## src/rtl/qdac_pkg.sv

```systemverilog
package qdac_pkg;

    localparam int CH_DEFAULT   = 4;
    localparam int CODE_DEFAULT = 12;
    localparam int WORD_DEFAULT = 16;

    typedef struct packed {
        logic clr_mid;
        logic clr_n;
        logic ld_n;
        logic cs_n;
        logic sdi;
        logic sclk;
    } pins_t;

    localparam pins_t PINS_IDLE = '{clr_mid: 1'b0, clr_n: 1'b1, ld_n: 1'b1,
                                    cs_n: 1'b1, sdi: 1'b0, sclk: 1'b0};

    function automatic logic [31:0] clear_value(input logic mid, input int width);
        clear_value = mid ? (32'd1 << (width - 1)) : 32'd0;
    endfunction

endpackage

```

## src/rtl/qdac_pin_sync.sv

```systemverilog
module qdac_pin_sync #(
    parameter int WIDTH = 1,
    parameter int STAGES = 2,
    parameter logic [WIDTH-1:0] RST_VAL = '0
) (
    input  logic             clk,
    input  logic             rst,
    input  logic [WIDTH-1:0] pin_i,
    output logic [WIDTH-1:0] level_o
);
    logic [WIDTH-1:0] stage_q [STAGES];

    always_ff @(posedge clk) begin
        if (rst) begin
            for (int k = 0; k < STAGES; k++) stage_q[k] <= RST_VAL;
        end else begin
            stage_q[0] <= pin_i;
            for (int k = 1; k < STAGES; k++) stage_q[k] <= stage_q[k-1];
        end
    end

    assign level_o = stage_q[STAGES-1];
endmodule

```

## src/rtl/qdac_shift_reg.sv

```systemverilog
module qdac_shift_reg #(
    parameter int W = 16
) (
    input  logic         clk,
    input  logic         rst,
    input  logic         step_i,
    input  logic         cs_hi_i,
    input  logic         din_i,
    output logic [W-1:0] q_o
);
    logic shift_go;
    assign shift_go = step_i & ~cs_hi_i;

    always_ff @(posedge clk) begin
        if (rst)           q_o <= '0;
        else if (shift_go) q_o <= {q_o[W-2:0], din_i};
    end

    // an enabled serial edge moves in one bit at the LSB
    p_shift_one_r2: assert property (@(posedge clk) disable iff (rst)
        (step_i && !cs_hi_i) |=> (q_o == {$past(q_o[W-2:0]), $past(din_i)}));

    // no shifting while select is high
    p_cs_block_r3: assert property (@(posedge clk) disable iff (rst)
        cs_hi_i |=> $stable(q_o));
endmodule

```

## src/rtl/qdac_chan_bank.sv

```systemverilog
module qdac_chan_bank #(
    parameter int N  = 4,
    parameter int CW = 12,
    localparam int AW = (N > 1) ? $clog2(N) : 1
) (
    input  logic                 clk,
    input  logic                 rst,
    input  logic                 load_i,
    input  logic [AW-1:0]        addr_i,
    input  logic [CW-1:0]        code_i,
    input  logic                 clr_i,
    input  logic                 clr_mid_i,
    output logic [N-1:0][CW-1:0] code_o
);
    logic [CW-1:0] clr_val;
    assign clr_val = CW'(qdac_pkg::clear_value(clr_mid_i, CW));

    for (genvar i = 0; i < N; i++) begin : g_ch
        always_ff @(posedge clk) begin
            if (rst)                                  code_o[i] <= '0;
            else if (clr_i)                           code_o[i] <= clr_val;
            else if (load_i && (addr_i == AW'(i)))    code_o[i] <= code_i;
        end

        // an addressed load writes the code
        p_write_r4: assert property (@(posedge clk) disable iff (rst)
            (load_i && !clr_i && addr_i == AW'(i)) |=> (code_o[i] == $past(code_i)));

        // channels that are not addressed hold
        p_hold_r5: assert property (@(posedge clk) disable iff (rst)
            (!clr_i && !(load_i && addr_i == AW'(i))) |=> $stable(code_o[i]));

        // clear forces the selected value, overriding any load
        p_clear_r6: assert property (@(posedge clk) disable iff (rst)
            clr_i |=> (code_o[i] == ($past(clr_mid_i) ? CW'(1 << (CW-1)) : '0)));

        // reset yields zero
        p_reset_r9: assert property (@(posedge clk)
            rst |=> (code_o[i] == '0));
    end
endmodule

```

## src/rtl/qdac_serial_if.sv

```systemverilog
module qdac_serial_if #(
    parameter int NUM_CH      = qdac_pkg::CH_DEFAULT,
    parameter int CODE_W      = qdac_pkg::CODE_DEFAULT,
    parameter int WORD_W      = qdac_pkg::WORD_DEFAULT,
    parameter int SYNC_STAGES = 2,
    localparam int ADDR_W     = (NUM_CH > 1) ? $clog2(NUM_CH) : 1
) (
    input  logic                          clk,
    input  logic                          rst,
    input  logic                          sclk_i,
    input  logic                          sdi_i,
    input  logic                          cs_n_i,
    input  logic                          ld_n_i,
    input  logic                          clr_n_i,
    input  logic                          clr_mid_i,
    output logic [NUM_CH-1:0][CODE_W-1:0] dac_code_o
);
    import qdac_pkg::*;

    pins_t raw_pins, syn_pins;
    assign raw_pins = '{clr_mid: clr_mid_i, clr_n: clr_n_i, ld_n: ld_n_i,
                        cs_n: cs_n_i, sdi: sdi_i, sclk: sclk_i};

    qdac_pin_sync #(
        .WIDTH  ($bits(pins_t)),
        .STAGES (SYNC_STAGES),
        .RST_VAL(PINS_IDLE)
    ) u_sync (
        .clk    (clk),
        .rst    (rst),
        .pin_i  (raw_pins),
        .level_o(syn_pins)
    );

    logic sclk_q, ld_q;
    always_ff @(posedge clk) begin
        if (rst) begin
            sclk_q <= 1'b0;
            ld_q   <= 1'b1;
        end else begin
            sclk_q <= syn_pins.sclk;
            ld_q   <= syn_pins.ld_n;
        end
    end

    logic sclk_rise, ld_fall, clr_act;
    assign sclk_rise = syn_pins.sclk & ~sclk_q;
    assign ld_fall   = ld_q & ~syn_pins.ld_n;
    assign clr_act   = ~syn_pins.clr_n;

    logic [WORD_W-1:0] shift_word;

    qdac_shift_reg #(.W(WORD_W)) u_shift (
        .clk    (clk),
        .rst    (rst),
        .step_i (sclk_rise),
        .cs_hi_i(syn_pins.cs_n),
        .din_i  (syn_pins.sdi),
        .q_o    (shift_word)
    );

    qdac_chan_bank #(.N(NUM_CH), .CW(CODE_W)) u_bank (
        .clk      (clk),
        .rst      (rst),
        .load_i   (ld_fall),
        .addr_i   (shift_word[WORD_W-1 -: ADDR_W]),
        .code_i   (shift_word[CODE_W-1:0]),
        .clr_i    (clr_act),
        .clr_mid_i(syn_pins.clr_mid),
        .code_o   (dac_code_o)
    );

    // clear never disturbs the shift register
    p_clr_keeps_word_r7: assert property (@(posedge clk) disable iff (rst)
        (clr_act && !sclk_rise) |=> $stable(shift_word));
endmodule

```

## config.mk

```make
export PLATFORM = sky130hd
export DESIGN_NAME = qdac_serial_if
export DESIGN_NICKNAME = d
export VERILOG_FILES = /design/src/rtl/qdac_pkg.sv /design/src/rtl/qdac_pin_sync.sv /design/src/rtl/qdac_shift_reg.sv /design/src/rtl/qdac_chan_bank.sv /design/src/rtl/qdac_serial_if.sv
export SDC_FILE = /design/constraint.sdc
export NUM_CORES = 1
export LEC_CHECK = 0
export BUFFER_PORTS_ARGS = -buffer_cell sky130_fd_sc_hd__clkbuf_2
export CORE_AREA = 2 2 105 56
export DETAILED_ROUTE_END_ITERATION = 10
export DIE_AREA = 0 0 107 58
export PLACE_DENSITY_LB_ADDON = 0.1
export SLEW_MARGIN = 20
export SYNTH_ARGS = -nofsm -noshare
export SYNTH_HDL_FRONTEND = slang
export SYNTH_SLANG_ARGS = --single-unit
```

## constraint.sdc

```tcl
create_clock -name clk -period 3.7 [get_ports clk]
set_input_delay 0.74 -clock clk [delete_from_list [all_inputs] [get_ports clk]]
set_output_delay 0.74 -clock clk [all_outputs]
set_load 0.005 [all_outputs]
```

==> out/metrics.yaml <==
synthesis.instances: 316
hp-class: "flip-flop to flip-flop"
max_freq_mhz: 481
grt_usage_pct: 21.0
wl_per_cell_um: 13.8
finalCriticalPeriod_ns: 2.08
cts.clk_slew.worst_paths_ns: 0.07
syn_avg_cell_area_um2: 8.44
antenna_found_initial: 0
postLayoutCellArea_um2: 3210
layout.nets: 371
seq_area_frac_synth_pct: 58.6
via_per_inst: 5.00
ant_nets: 0
routed_wl_um: 6070
cts_buffer_depth: 2
hold_ws_ns: 0.410
grt_pass1_wl_um: 9750
worst_slew_pin_slew_ns: 1.03
die_area_um2: 6210
p_switching_mw: 0.313
synthDominantCellAreaShare_pct: 58.6
h-tree-depth: 3
ios: 56
netlist_area_um2: 2670
stdcell_count: 441
clock_power_share_pct: 46.5
status: "complete, no violations"
final_core_util_pct: 60.5
cts.sinks: 78
cp-end-kind: "flip-flop"
die_y_um: 58
yosysTopAreaCell: "dfxtp_1"
mostFrequentLayoutCells: "nand2_1 (128), dfxtp_1 (78), a21oi_1 (60), clkbuf_2 (55), clkbuf_8 (11)"
r2r_start: "u_shift.q_o[14]$_SDFFE_PP0P_"
cts_setup_buffers: 0
cts-buffers-inserted: 9
layout_setup_ws_ns: 1.62
die_width_um: 107
drt_pass1_iterations: 4
synth_seq_cells: 78
leakage_nw: 1.19
rsz0062_at_grt: "false"
root_buffer: "clkbuf_8"
dr.first_iter.drc_count: 184
critPathKind: "primary input to flip-flop"
startpoint: "rst"
ys_top_cells_by_area: "dfxtp_1 (59%), nand2_1 (18%), a21oi_1 (11%)"
slew_headroom_pct: 31.4
place_hpwl_um: 4080
grt_max_degree: 33
cp.arrival_ns: 2.30
diodes: 0
clk_latency_ns: 0.34
port_buffers: 55
cp.buffers_inverters: 2
place_congestion: 0.785
start_util_pct: 50.3
drive_above_1_share_pct: 21.7
intPower_mw: 1.35
yosysUniqueCellTypes: 19
coreArea_um2: 5300
critPathTopFamily: "buffers and inverters"
remaining_drc_errors: 0
row_count: 19
placed_cell_area_um2: 2960
p_sw_share_pct: 18.9
cap_viol_max_count: 0
layout_commonest_cell: "nand2_1"
critPathRequiredTime_ns: 3.92
path_cells: "clkbuf_2, nand2b_1, buf_4, a21oi_1"
finalHoldViolations: 0
slowest_stage: "nand2b_1"
critPathMaxFanout: 32
post-route-period-util_pct: 56.2
ir_worst_vdd_uv: 297
nFillCells: 465
cts_resized: 0
grt_pass1_vias: 1936
fin_setup_tns_ns: 0
dp_slack_ns: 1.25
drv_slew: 0
power_per_cell_area_nw_per_um2: 517
cts_tree: "done"
postCtsHoldBufs: 0
overflow: 0
cp-start-kind: "primary input"
dp_cells: 425
final.setup_skew_ns: 0.0103
vias: 2207
p_comb_share_pct: 2.1
p_seq_share_pct: 51.4
yosys_warnings: 0
min-delay-start: "u_sync.stage_q[0][4]$_SDFF_PP1_"
cpPeakStageDelay_ns: 0.60
setup_viol: 0
fin_total_pwr_mw: 1.66
syn_nets: 324
syn_to_final_growth_pct: 20.3
## area by class of cell
class / count / area (µm²) / area share, %
Clock buffer: 13 / 159 / 4.95
Clock inverter: 3 / 90.1 / 2.81
Multi-Input combinational cell: 218 / 1020 / 31.9
Sequential cell: 78 / 1560 / 48.7
Tap cell: 73 / 91.3 / 2.85
Timing Repair Buffer: 56 / 283 / 8.81
## worst reg2reg max path: stages (launching register included)
cell	delay (ns)
dfxtp_1	0.40
nor4b_2	0.93
nand2_1	0.14
a31oi_1	0.18
## registers in the layout, indices dropped and copies added (netlist names)
signal	count
ld_q	1
u_bank.code_o	48
sclk_q	1
u_shift.q_o	16
u_sync.stage_q	12
## power groups by stage
stage / clock (mW) / sequential (mW) / combinational, mW
2_1_floorplan: 0 / 0.871 / 0.0248
3_3_place_gp: 0 / 0.872 / 0.0347
3_5_place_dp: 0 / 0.872 / 0.0353
4_1_cts: 0.782 / 0.852 / 0.0353
5_1_grt: 0.822 / 0.853 / 0.0388
6_report: 0.772 / 0.853 / 0.0348
## cells in the mapped netlist
cell type,count
nor3b_2,1
or2_2,7
or3b_1,1
a31oi_1,4
dfxtp_1,78
buf_1,1
nand2_1,128
nand2b_1,1
clkbuf_1,14
or4b_4,1
nand4bb_1,2
nand4b_1,1
and4bb_1,2
nor2b_1,7
nor4b_2,1
buf_2,5
and4b_1,1
a21oi_1,60
o21bai_1,1
## final timing paths
check | end | cells after the start | slack (ns)
worst max-delay path | u_bank.code_o[45]$_SDFFE_PP0P_ | 4 | 1.62
worst min-delay path | u_sync.stage_q[0][10]$_SDFF_PP1_ | 1 | 0.41
worst max register to register | u_bank.code_o[11]$_SDFFE_PP0P_ | 3 | 1.99
worst min register to register | u_sync.stage_q[0][10]$_SDFF_PP1_ | 1 | 0.41
## per-layer routing
| layer | vias to the layer above | share of wire, % | track usage, % | routed length (µm) |
|---|---|---|---|---|
| met3 | 8 | 8.5 | 7.20 | 513 |
| met5 | - | 0 | 0 | 0 |
| met2 | 77 | 40 | 28.6 | 2460 |
| li1 | 1130 | - | - | - |
| met1 | 992 | 50 | 31.3 | 3030 |
| met4 | 0 | 1.2 | 6.68 | 70 |
## kinds of logic after synthesis
group	count (synthesis)	synth area share, %
flip-flops	78	58.6
buffers and inverters	20	3.05
AND/OR/NAND/NOR	153	25.9
AO/OA/AOI/OAI	65	12.5
(Power assumes the default switching activity.)
